==> config.mk <==
export PLATFORM = sky130hd
export DESIGN_NAME = resp_done_irq
export DESIGN_NICKNAME = d
export VERILOG_FILES = /design/src/rtl/resp_done_pkg.sv /design/src/rtl/resp_judge.sv /design/src/rtl/busy_track.sv /design/src/rtl/flag_bank.sv /design/src/rtl/resp_done_irq.sv
export SDC_FILE = /design/constraint.sdc
export NUM_CORES = 1
export LEC_CHECK = 0
export ABC_AREA = 0
export BUFFER_PORTS_ARGS = -buffer_cell sky130_fd_sc_hd__clkbuf_2
export CAP_MARGIN = 0
export CORE_MARGIN = 2
export CORE_UTILIZATION = 22
export CTS_BUF_LIST = sky130_fd_sc_hd__clkbuf_16
export DETAILED_ROUTE_END_ITERATION = 7
export PLACE_DENSITY = 0.68
export SETUP_SLACK_MARGIN = 0.15
export SYNTH_ARGS = -nofsm -noshare
export SYNTH_HDL_FRONTEND = slang
export SYNTH_HIERARCHICAL = 1
export SYNTH_SLANG_ARGS = --single-unit
==> constraint.sdc <==
create_clock -name clk -period 0.9 [get_ports clk]
set_input_delay 0.135 -clock clk [delete_from_list [all_inputs] [get_ports clk]]
set_output_delay 0.135 -clock clk [all_outputs]
set_load 0.02 [all_outputs]
==> src/rtl/resp_done_pkg.sv <==
package resp_done_pkg;
  localparam int NFLAG = 5;
  localparam int F_CMD  = 0;
  localparam int F_XFER = 1;
  localparam int F_RSP  = 2;
  localparam int F_EOB  = 3;
  localparam int F_SUM  = 4;

  typedef logic [NFLAG-1:0] flag_vec_t;

  typedef struct packed {
    logic busy_wait;
    logic rsp_irq_off;
    logic chk_en;
    logic sdio;
  } ctrl_t;
endpackage

==> src/rtl/resp_judge.sv <==
module resp_judge #(
  parameter int          W        = 32,
  parameter logic [W-1:0] MEM_MASK = 32'hE6B8_0000,
  parameter logic [W-1:0] IO_MASK  = 32'h0000_008B
) (
  input  logic         fire,
  input  logic [W-1:0] word,
  input  logic         chk_en,
  input  logic         sdio,
  output logic         err_hit
);
  logic [W-1:0] sel_mask;
  always_comb begin
    sel_mask = sdio ? IO_MASK : MEM_MASK;
    err_hit  = fire && chk_en && ((word & sel_mask) != '0);
  end
endmodule

==> src/rtl/busy_track.sv <==
module busy_track (
  input  logic clk,
  input  logic rst_n,
  input  logic cmd_start,
  input  logic busy_wait,
  input  logic eob_fire,
  input  logic eob_err,
  output logic pend,
  output logic done_hit,
  output logic err_hit
);
  always_comb begin
    done_hit = pend && eob_fire;
    err_hit  = done_hit && eob_err;
  end

  always_ff @(posedge clk or negedge rst_n) begin
    if (!rst_n) pend <= 1'b0;
    else        pend <= (cmd_start && busy_wait) || (pend && !eob_fire);
  end
endmodule

==> src/rtl/flag_bank.sv <==
module flag_bank #(
  parameter int N = 5
) (
  input  logic         clk,
  input  logic         rst_n,
  input  logic [N-1:0] set_i,
  input  logic [N-1:0] clr_i,
  output logic [N-1:0] flags
);
  for (genvar i = 0; i < N; i++) begin : g_flag
    always_ff @(posedge clk or negedge rst_n) begin
      if (!rst_n)        flags[i] <= 1'b0;
      else if (set_i[i]) flags[i] <= 1'b1;
      else if (clr_i[i]) flags[i] <= 1'b0;
    end
  end
endmodule

==> src/rtl/resp_done_irq.sv <==
module resp_done_irq
  import resp_done_pkg::*;
#(
  parameter int W = 32
) (
  input  logic             clk,
  input  logic             rst_n,
  input  logic             rsp_valid,
  output logic             rsp_ready,
  input  logic [W-1:0]     rsp_word,
  input  logic             eob_valid,
  output logic             eob_ready,
  input  logic             eob_err,
  input  logic             cmd_start,
  input  logic             cfg_busy_wait,
  input  logic             cfg_rsp_irq_off,
  input  logic             cfg_chk_en,
  input  logic             cfg_sdio,
  input  logic [NFLAG-1:0] stat_clr,
  output logic [NFLAG-1:0] stat_flags
);
  ctrl_t     ctrl;
  flag_vec_t set_vec;
  logic      rsp_fire, eob_fire, rsp_bad, busy_pend, eob_done, eob_bad;

  assign rsp_ready = 1'b1;
  assign eob_ready = 1'b1;
  assign rsp_fire  = rsp_valid && rsp_ready;
  assign eob_fire  = eob_valid && eob_ready;

  always_comb begin
    ctrl.busy_wait   = cfg_busy_wait;
    ctrl.rsp_irq_off = cfg_rsp_irq_off;
    ctrl.chk_en      = cfg_chk_en;
    ctrl.sdio        = cfg_sdio;
  end

  resp_judge #(.W(W)) u_judge (
    .fire(rsp_fire), .word(rsp_word), .chk_en(ctrl.chk_en),
    .sdio(ctrl.sdio), .err_hit(rsp_bad)
  );

  busy_track u_busy (
    .clk(clk), .rst_n(rst_n), .cmd_start(cmd_start),
    .busy_wait(ctrl.busy_wait), .eob_fire(eob_fire), .eob_err(eob_err),
    .pend(busy_pend), .done_hit(eob_done), .err_hit(eob_bad)
  );

  always_comb begin
    set_vec         = '0;
    set_vec[F_CMD]  = rsp_fire && !ctrl.rsp_irq_off;
    set_vec[F_XFER] = eob_done;
    set_vec[F_RSP]  = rsp_bad;
    set_vec[F_EOB]  = eob_bad;
    set_vec[F_SUM]  = rsp_bad || eob_bad;
  end

  flag_bank #(.N(NFLAG)) u_flags (
    .clk(clk), .rst_n(rst_n), .set_i(set_vec), .clr_i(stat_clr),
    .flags(stat_flags)
  );
endmodule

* Word level (Yosys, flattened, before mapping)
Index checks and enable logic that the tools add are counted.
** Operators by class
- Add/subtract/negate cells :: 0
- Multiply operators :: 0
- Divide/modulo/power cells :: 0
- Magnitude comparators :: 0
- Equality and inequality tests :: 0
- Shift-type cells :: 0
- Multiplexer cells :: 11
- Bitwise operators :: 1
- Reduce and logical (&&, ||, !) cells :: 17
** Operator list (count)
- bitwise AND 32 bit :: 1
- two-way mux 32 bit :: 1
- nonzero test 32 bit :: 1
- two-way mux 1 bit :: 10
- nonzero test 2 bit :: 5
- logical AND 1 bit :: 7
- zero test 1 bit :: 2
- logical OR 1 bit :: 2
** Storage, ports and cells
- Register bits after elaboration :: 6
- Latch bits :: 0
- Bits in writable memories :: 0
- Bits in read-only memories :: 0
- Input port bits :: 47
- Output and inout bits :: 7
- Logic and storage cells :: 35
- Memories :: 0

* Logic depth before layout (Yosys ltp)
Gate-level depths: netlist of the first run.
- Depth after elaboration :: 6
- Gate-level depth with buffers :: 5
- Gate-level depth less buffers :: 5

* Hierarchy
Netlist of the first run, hierarchy kept.
** Modules (own cells, without submodules)
- flag_bank :: times used 1, cells each 15, area an instance 181.4 um2, sequential area each 125.1 um2
- busy_track :: times used 1, cells each 6, area an instance 50.0 um2, sequential area each 25.0 um2
- resp_judge :: times used 1, cells each 6, area an instance 45.0 um2, sequential area each 0.0 um2
- resp_done_irq :: times used 1, cells each 5, area an instance 31.3 um2, sequential area each 0.0 um2

* Worst setup path before layout of the first run
OpenSTA, ideal clock, no wires.
- Path type :: input to register
- Start point :: input rsp_word[3]
- End point :: register u_flags.flags[4]
- Setup time :: 118 ps
- Data arrival time :: 1202 ps
- Required time :: 782 ps
- Setup slack :: -420 ps
- Cell stages on the path :: 5
- Path buffers :: 0
- Cell sequence :: or4b_1 -> o211ai_2 -> a31oi_1 -> or2_1 -> a21o_1
** Between the ends
- Cells in the longest elaborated chain, start to end :: 5
- Elaborated cells on any way between the ends :: 6
- Classes of those cells :: 1 x mux; 1 x bitwise; 4 x reduce/logical
** Ends and longest elaborated chain
- start: declaration :: RTL line resp_done_irq.sv:10 : input logic [W-1:0] rsp_word,
- bitwise AND 32 bit * :: RTL line resp_judge.sv:15 : err_hit = fire && chk_en && ((word & sel_mask) != '0);
- nonzero test 32 bit * :: RTL line resp_judge.sv:15
- logical AND 1 bit * :: RTL line resp_judge.sv:15
- net rsp_bad :: RTL line resp_done_irq.sv:24 : logic rsp_fire, eob_fire, rsp_bad, busy_pend, eob_done, eob_bad;
- logical OR 1 bit * :: RTL line resp_done_irq.sv:55 : set_vec[F_SUM] = rsp_bad || eob_bad;
- net set_vec[4] :: RTL line resp_done_irq.sv:23 : flag_vec_t set_vec;
- two-way mux 1 bit or nonzero test 2 bit (tied branches)
- end signal: indexed assignment :: RTL line flag_bank.sv:12 : if (!rst_n) flags[i] <= 1'b0;
- end signal: indexed assignment :: RTL line flag_bank.sv:13 : else if (set_i[i]) flags[i] <= 1'b1;
- end signal: indexed assignment :: RTL line flag_bank.sv:14 : else if (clr_i[i]) flags[i] <= 1'b0;
- end: declaration :: RTL line flag_bank.sv:8 : output logic [N-1:0] flags
Mark *: on every way through the listed nets, which the timed path passes. The rest lies on a longest branch.
A chain may end at the register's enable or synchronous reset.

* Worst setup path after layout of the first run
Ends and elaborated chain as after synthesis.

==> results.cfg, run 1 <==
[place]
post_dp_cell_area_um2 = 505.5
portBuffers = 32
post-place-ws_ns = -0.5733
place_hpwl_um = 719.3
gp_congestion = 0.5844
placed_cells = 82

[sta]
post-route-min-period_ns = 1.223
setup_tns_ns = -0.6461
fmax_mhz = 817.4
skew_ns = 0.0003135
final_hold_viol_count = 0
layout_setup_ws_ns = -0.3233
drv_slew = 0
hold_slack_ns = 0.1223
grt_setup_unrepaired = yes
setup_viol = 4
finalCritPeriodShare = 1.359

[layout]
utilization = 0.5192
stdcell_area_um2 = 675.6
drive_above_1_share = 0.6267
final_cell_mix = clkbuf_2 (27), inv_1 (6), dfrtp_1 (6), buf_4 (6)
mostFrequentLayoutCell = clkbuf_2
final_net_count = 124
fin_cells = 90
area_growth_pct = 119.5
num_antenna_cells = 0

[pwr]
peakVddDrop_mv = 1.008
powerDensity_mw_per_mm2 = 1876
leakage_nw = 0.4115
p_total_mw = 1.268

[clock_network]
clockRootBuffer = clkbuf_16
clk_latency_ns = 0.22
clockBufferDepth = 2
cts_buffers = 3
cts.sinks = 6
clkSlewWorstSetupHoldPaths_ns = 0.03
htree_levels = 1
cts_tree = done

[synth]
syn_avg_cell_area_um2 = 9.619
seq_area_frac_synth = 0.4878
synth_warnings = 6
synth-seq-cells = 6
synthTopCellsByArea = dfrtp_1 (49%), a21o_1 (12%), inv_1 (7.3%)
netlist_area_um2 = 307.8
yosys.cell_types.count = 16
syn_inst = 32
yosysTopAreaCell = dfrtp_1
netlist.area_leader.share = 0.4878

[floorplanning]
num_rows = 13
initial_core_util = 0.2365
dieHeight_um = 41.41
dieArea_mm2 = 0.001714
core_area_mm2 = 0.001301
die_w_um = 41.41
ioPinCount = 54

[route]
routed_via_density = 4.244
drtAntennaViolNets = 0
drt_wl_total_um = 851
drt_iter0_drc = 2
post_drt_wl_per_cell_um = 9.456
first_pass_iters = 2
drc_errors = 0
vias = 382

[global_routing]
grt_usage = 0.1182
grt_pass1_wl_um = 1490
grt_max_degree = 7
grt_overflow_total = 0
antenna_found_initial = 0
grt_pass1_vias = 404

[setup_path]
worstPathArrival_ns = 1.33
cp_cell_sequence = clkbuf_2, or4b_4, o211ai_2, a31oi_1, or2_1, a21o_1
cp.required_ns = 1.01
rr_worst_depth = 3
cp.buffers_inverters = 1
cp_max_fo = 2
crit_type = in2reg
cp-start-kind = primary input
slowest_stage = or4b_4
cp-end-kind = flip-flop
crit_path_max_incr_delay_ns = 0.53
cp_num_cells = 6
critPathTopFamily = simple AND/OR/NAND/NOR gates

[min_path]
hold_depth = 3
worst_hold_path_type = in2reg

[status]
violations = setup timing
status = complete, but fails checks

[flow_run]
drv_cap = 0
worst paths after layout:
kind / startpoint / endpoint / slack, ns
worst max-delay path: rsp_word[3] / u_flags/flags[4] / -0.32
worst min-delay path: cfg_busy_wait / u_busy/pend / 0.12
worst max register to register: u_busy/pend / u_flags/flags[4] / -0.13
worst min register to register: u_flags/flags[0] / u_flags/flags[0] / 0.49
max in group asynchronous: rst_n / u_flags/flags[2] / 0.45
min in group asynchronous: rst_n / u_flags/flags[0] / 0.29
tightest hold or removal path, delay by kind of cell:
kind | cells | cell delay, ns
buffers and inverters | 1 | 0.07
AOI/OAI and AO/OA | 1 | 0.06
and+or+nand+nor | 1 | 0.04
what timing repair did:
item | in CTS | in global routing
hold buffers | 1 | 0
endpoints found under the setup margin | 9 | 9
endpoints found under the hold margin | 6 | 0
resized for setup | 8 | 9
setup buffers | 1 | 3
Yosys cell counts:
cell,count
and2_1,1
nor2b_1,1
nand2_1,1
nor2_1,1
or2_1,1
conb_1,1
a31oi_1,1
o211ai_2,1
dfrtp_1,6
and3_1,1
o21ai_1,1
inv_1,6
nor4_1,2
or4b_1,1
a21o_1,5
buf_4,2
kinds of logic (layout without fill, tap and decap cells):
family,Yosys count,in the layout,share of synthesized area
DFF,6,6,0.4878
AOI/OAI and AO/OA,8,8,0.1992
buffers and inverters,8,50,0.1219
and+or+nand+nor,9,9,0.1789
other,1,2,0.01218
layer usage:
layer | vias to the layer above | global-route usage | routed length (um)
li1 | 190 | - | -
met1 | 179 | 0.09115 | 273
met2 | 13 | 0.2281 | 506
met3 | 0 | 0.06957 | 70
met4 | 0 | 0.05161 | 0
met5 | - | 0 | 0
flip-flops by register name, summed over array words and instances, names as in the netlist:
register and count:
u_flags/flags 5, u_busy/pend 1
cell type report:
cell class                 count  area, um^2
inverter                       6       22.52
clock buffer                   3       75.07
timing repair buffer          41       274.0
tap                           15       18.77
fill                         125       625.6
multi-input combinational     19       135.1
sequential                     6       150.1
power breakdown:
part | switching, mW | total (mW) | leakage, nW | internal, mW
registers | 0.0173 | 0.316 | 0.0739 | 0.298
clock network | 0.132 | 0.700 | 0.0370 | 0.568
logic | 0.0955 | 0.252 | 0.301 | 0.157
(Power assumes the default switching activity.)
==> run 2: changes to the inputs <==
- ABC_AREA: 0 -> 1
- CORE_UTILIZATION: 22 -> 25
- PLACE_DENSITY: 0.68 -> 0.7
==> results.cfg, run 2 <==
[layout]
largest_register = u_flags/flags
num_antenna_cells = 0
mostFrequentLayoutCell = clkbuf_2
drive_above_1_share = 0.4211
final_net_count = 144
final_cell_mix = clkbuf_2 (27), inv_1 (18), nand2_1 (17)
largest_register_ffs = 5
reg_top3 = u_flags/flags x5, u_busy/pend x1
fin_cells = 110
area_growth_pct = 80.76

[setup_path]
slowest_stage = dfrtp_1
worstPathArrival_ns = 0.75
cp-end-kind = output pin
cp_num_cells = 1
crit_type = reg2out
crit_path_max_incr_delay_ns = 0.39
cp-start-kind = flip-flop
cp.required_ns = 0.76
cp.buffers_inverters = 1
cp_max_fo = 2
rr_worst_depth = 6
cp_cell_sequence = buf_6
critPathTopFamily = flip-flops

[sta]
post-route-min-period_ns = 0.8823
drv_slew = 0
grt_setup_unrepaired = yes
finalCritPeriodShare = 0.9804
final_hold_viol_count = 0
fmax_mhz = 1133
skew_ns = 0.0004448
setup_viol = 0

[synth]
syn_avg_cell_area_um2 = 6.171
synth-seq-cells = 6
synth_warnings = 6
synthTopCellsByCount = inv_1 (18), nand2_1 (18), nor2_1 (9)
syn_inst = 59
netlist.area_leader.share = 0.4124
seq_area_frac_synth = 0.4124
yosysTopAreaCell = dfrtp_1
synthArstFlopShare = 1.000
synthTopCellsByArea = dfrtp_1 (41%), inv_1 (19%), nand2_1 (19%)
yosys.cell_types.count = 9
synth_edf_count = 0
synth_ff_type = dfrtp_1
netlist_area_um2 = 364.1

[global_routing]
grt_usage = 0.09558
grt_pass1_wl_um = 1283
antenna_found_initial = 0
grt_max_degree = 7
grt_pass1_vias = 390
grt_overflow_total = 0

[route]
first_pass_iters = 2
drt_iter0_drc = 2
post_drt_wl_per_cell_um = 7.045
vias = 409
drtAntennaViolNets = 0
drc_errors = 0
routed_via_density = 3.718
drt_wl_total_um = 775

[clock_network]
cts_tree = done
clockRootBuffer = clkbuf_16
htree_levels = 1
cts_buffers = 3
clk_latency_ns = 0.22
cts.sinks = 6
clkSlewWorstSetupHoldPaths_ns = 0.03
clockBufferDepth = 2

[place]
place_hpwl_um = 665.9
portBuffers = 32
gp_congestion = 0.6375
placed_cells = 105

[floorplanning]
core_area_mm2 = 0.001334
dieHeight_um = 42.16
dieArea_mm2 = 0.001777
ioPinCount = 54
die_w_um = 42.16
num_rows = 13
initial_core_util = 0.2730

[pwr]
powerDensity_mw_per_mm2 = 1879
peakVddDrop_mv = 1.173
leakage_nw = 0.4291
p_total_mw = 1.237

[min_path]
hold_depth = 3
worst_hold_path_type = in2reg

[flow_run]
drv_cap = 0

[status]
status = complete, no violations
## run 2: cell types whose count changed in the layout (fill, tap and decap cells not counted), moves of 2 or more
cell / delta
nor2_1: +8
nand2_1: +16
inv_1: +12
nor2_2: +2
nor4_1: -2
nand3_1: +2
buf_4: -5
a21o_1: -5
clkbuf_8: -2
## run 2: where the power goes
| group | leakage [nW] | total, mW | switching [mW] | internal (mW) |
|---|---|---|---|---|
| Clock | 0.0370 | 0.706 | 0.137 | 0.569 |
| Combinational | 0.318 | 0.215 | 0.0999 | 0.115 |
| Sequential | 0.0741 | 0.316 | 0.0176 | 0.298 |
## run 2: cell type report
| class | instances | area, um^2 |
|---|---|---|
| fillers | 141 | 675.6 |
| repair buffers | 34 | 209.0 |
| well taps | 15 | 18.77 |
| inverters | 19 | 71.32 |
| multi-input cells | 33 | 133.9 |
| clock buffers | 3 | 75.07 |
| flip-flops and latches | 6 | 150.1 |
## run 2: worst paths after layout
| path | start | endpoint | slack (ns) |
|---|---|---|---|
| min | cfg_busy_wait | u_busy/pend | 0.11 |
| max | u_flags/flags[4] | stat_flags[4] | 0.02 |
| min in group asynchronous | rst_n | u_flags/flags[0] | 0.27 |
| max reg2reg | u_busy/pend | u_flags/flags[4] | 0.13 |
| max in group asynchronous | rst_n | u_flags/flags[1] | 0.48 |
| min reg2reg | u_busy/pend | u_busy/pend | 0.48 |
## run 2: tightest hold or removal path: cells and delay by family
family | cells | cell delay, ns
AND/OR/NAND/NOR | 2 | 0.09
buffers and inverters | 1 | 0.07
## run 2: what timing repair did
item	CTS	global route
setup buffers	0	1
hold endpoints to repair	6	0
hold buffers	1	0
endpoints found under the setup margin	6	6
gates resized for setup	0	16
## run 2: metal layers
layer,part of all wire,GRT usage,vias up,routed length [um]
met5,0,0,-,0
li1,-,-,228,-
met1,0.36,0.07572,165,279
met4,0,0.02500,0,0
met2,0.53,0.1815,16,414
met3,0.10,0.06897,0,81
## run 2: per-stage QoR
step                      setup WS (ns)  hold WS [ns]  area (um^2)  utilization  setup TNS [ns]
after floorplan                  0.1619       -0.1606        367.9            -               0
after global placement          0.07000      -0.03274        531.8       0.3987               0
after detailed placement        0.06546      -0.02722        531.8       0.3987               0
after CTS                     0.0007540        0.1056        616.8       0.4625               0
after global routing          -0.002394        0.1167        658.1       0.4934       -0.002757
final                           0.01766        0.1070        658.1       0.4934               0
## run 2: cells by family (layout without fill, tap and decap cells)
family	count (synthesis)	count (layout)	synth area share
buf+inv	21	56	0.2371
other cells	1	2	0.01030
simple gates	31	31	0.3402
flops	6	6	0.4124
==> run 3: changes to the inputs <==
- clock period: 0.9 -> 0.8 ns (I/O delays scaled with it)
==> results.cfg, run 3 (synthesized netlist as in run 2, its figures left out) <==
[setup_path]
cp_cell_sequence = buf_6
cp_max_fo = 2
critPathTopFamily = flip-flops
cp.required_ns = 0.68
crit_path_max_incr_delay_ns = 0.40
crit_type = reg2out
cp_num_cells = 1
rr_worst_depth = 6
cp.buffers_inverters = 1
worstPathArrival_ns = 0.75
slowest_stage = dfrtp_2
cp-end-kind = output pin
cp-start-kind = flip-flop

[route]
vias = 422
drt_iter0_drc = 6
drc_errors = 0
drt_wl_total_um = 790
drtAntennaViolNets = 0
post_drt_wl_per_cell_um = 7.117
first_pass_iters = 4
routed_via_density = 3.802

[status]
violations = setup timing
status = complete, but fails checks

[layout]
final_net_count = 145
largest_register_ffs = 5
regArea_um2 = 155.1
drive_above_1_share = 0.5208
largest_register = u_flags/flags
final_cell_mix = clkbuf_2 (27), inv_1 (15), nand2_1 (15)
area_growth_pct = 87.97
mostFrequentLayoutCell = clkbuf_2
multi_input_area_um2 = 143.9
utilization = 0.5131
num_antenna_cells = 0
fillerInstances = 130
reg_top3 = u_flags/flags x5, u_busy/pend x1

[clock_network]
clockBufferDepth = 2
htree_levels = 1
clkSlewWorstSetupHoldPaths_ns = 0.03
cts_buffers = 3
clockRootBuffer = clkbuf_16
clk_latency_ns = 0.22
cts.sinks = 6
cts_tree = done

[pwr]
p_total_mw = 1.412
powerDensity_mw_per_mm2 = 2063
leakage_nw = 0.4287
peakVddDrop_mv = 1.007

[floorplanning]
die_w_um = 42.16
dieArea_mm2 = 0.001777
ioPinCount = 54
core_area_mm2 = 0.001334
dieHeight_um = 42.16
num_rows = 13
initial_core_util = 0.2730

[sta]
skew_ns = 0.0003709
final_hold_viol_count = 0
post-route-min-period_ns = 0.8723
layout_setup_ws_ns = -0.07228
finalCritPeriodShare = 1.090
grt_setup_unrepaired = yes
drv_slew = 0
fmax_mhz = 1146
setup_viol = 6

[global_routing]
grt_overflow_total = 0
grt_pass1_wl_um = 1449
grt_pass1_vias = 397
grt_usage = 0.1098
grt_max_degree = 7
antenna_found_initial = 0

[place]
portBuffers = 32
gp_congestion = 0.6288
place_hpwl_um = 666

[flow_run]
drv_cap = 0

[min_path]
hold_depth = 3
worst_hold_path_type = in2reg
-- run 3: routing by layer --
| layer | routed length (um) | track usage | vias to the layer above |
|---|---|---|---|
| met3 | 87 | 0.06897 | 0 |
| met5 | 0 | 0 | - |
| met2 | 418 | 0.2062 | 19 |
| met4 | 0 | 0.03750 | 0 |
| met1 | 284 | 0.09162 | 174 |
| li1 | - | - | 229 |
-- run 3: path summary, 6_finish.rpt --
kind | slack, ns | from | endpoint
setup / recovery | -0.07 | u_flags/flags[1] | stat_flags[1]
hold reg to reg | 0.48 | u_flags/flags[0] | u_flags/flags[0]
min in group asynchronous | 0.25 | rst_n | u_busy/pend
hold / removal | 0.1 | cmd_start | u_busy/pend
max in group asynchronous | 0.39 | rst_n | u_flags/flags[3]
setup reg to reg | -0.01 | u_busy/pend | u_flags/flags[4]
-- run 3: area by class of cell --
| cell class | instances | area share |
|---|---|---|
| Inverter | 19 | 0.1042 |
| Clock buffer | 3 | 0.1097 |
| Tap cell | 15 | 0.02742 |
| Sequential cell | 6 | 0.2267 |
| Multi-Input combinational cell | 33 | 0.2102 |
| Timing Repair Buffer | 35 | 0.3218 |
-- run 3: timing repair --
| action | 4_1_cts | 5_1_grt |
|---|---|---|
| pin swaps | 1 | 2 |
| buffers inserted | 1 | 1 |
| gates resized for setup | 1 | 23 |
| hold endpoints to repair | 6 | 0 |
| setup endpoints to repair | 8 | 9 |
| hold buffers | 1 | 0 |
-- run 3: where the power goes --
group	leakage, nW	switching (mW)	internal (mW)
clock	0.0370	0.152	0.640
sequential	0.0692	0.0202	0.339
combinational	0.323	0.120	0.141
total	0.429	0.293	1.12
-- run 3: stage by stage --
step                area (um^2)  hold slack [ns]  setup slack [ns]  setup TNS (ns)  cells
finish                    684.4          0.09787          -0.07228         -0.3417    111
global route              684.4           0.1302          -0.09054         -0.4980    111
CTS                       631.9          0.09363          -0.09507         -0.4404    110
detailed placement        536.8         -0.04237          -0.01959        -0.01959    105
global placement          536.8         -0.04517        -0.0005059      -0.0005059    105
floorplan                 372.9          -0.1756           0.06187               0     60
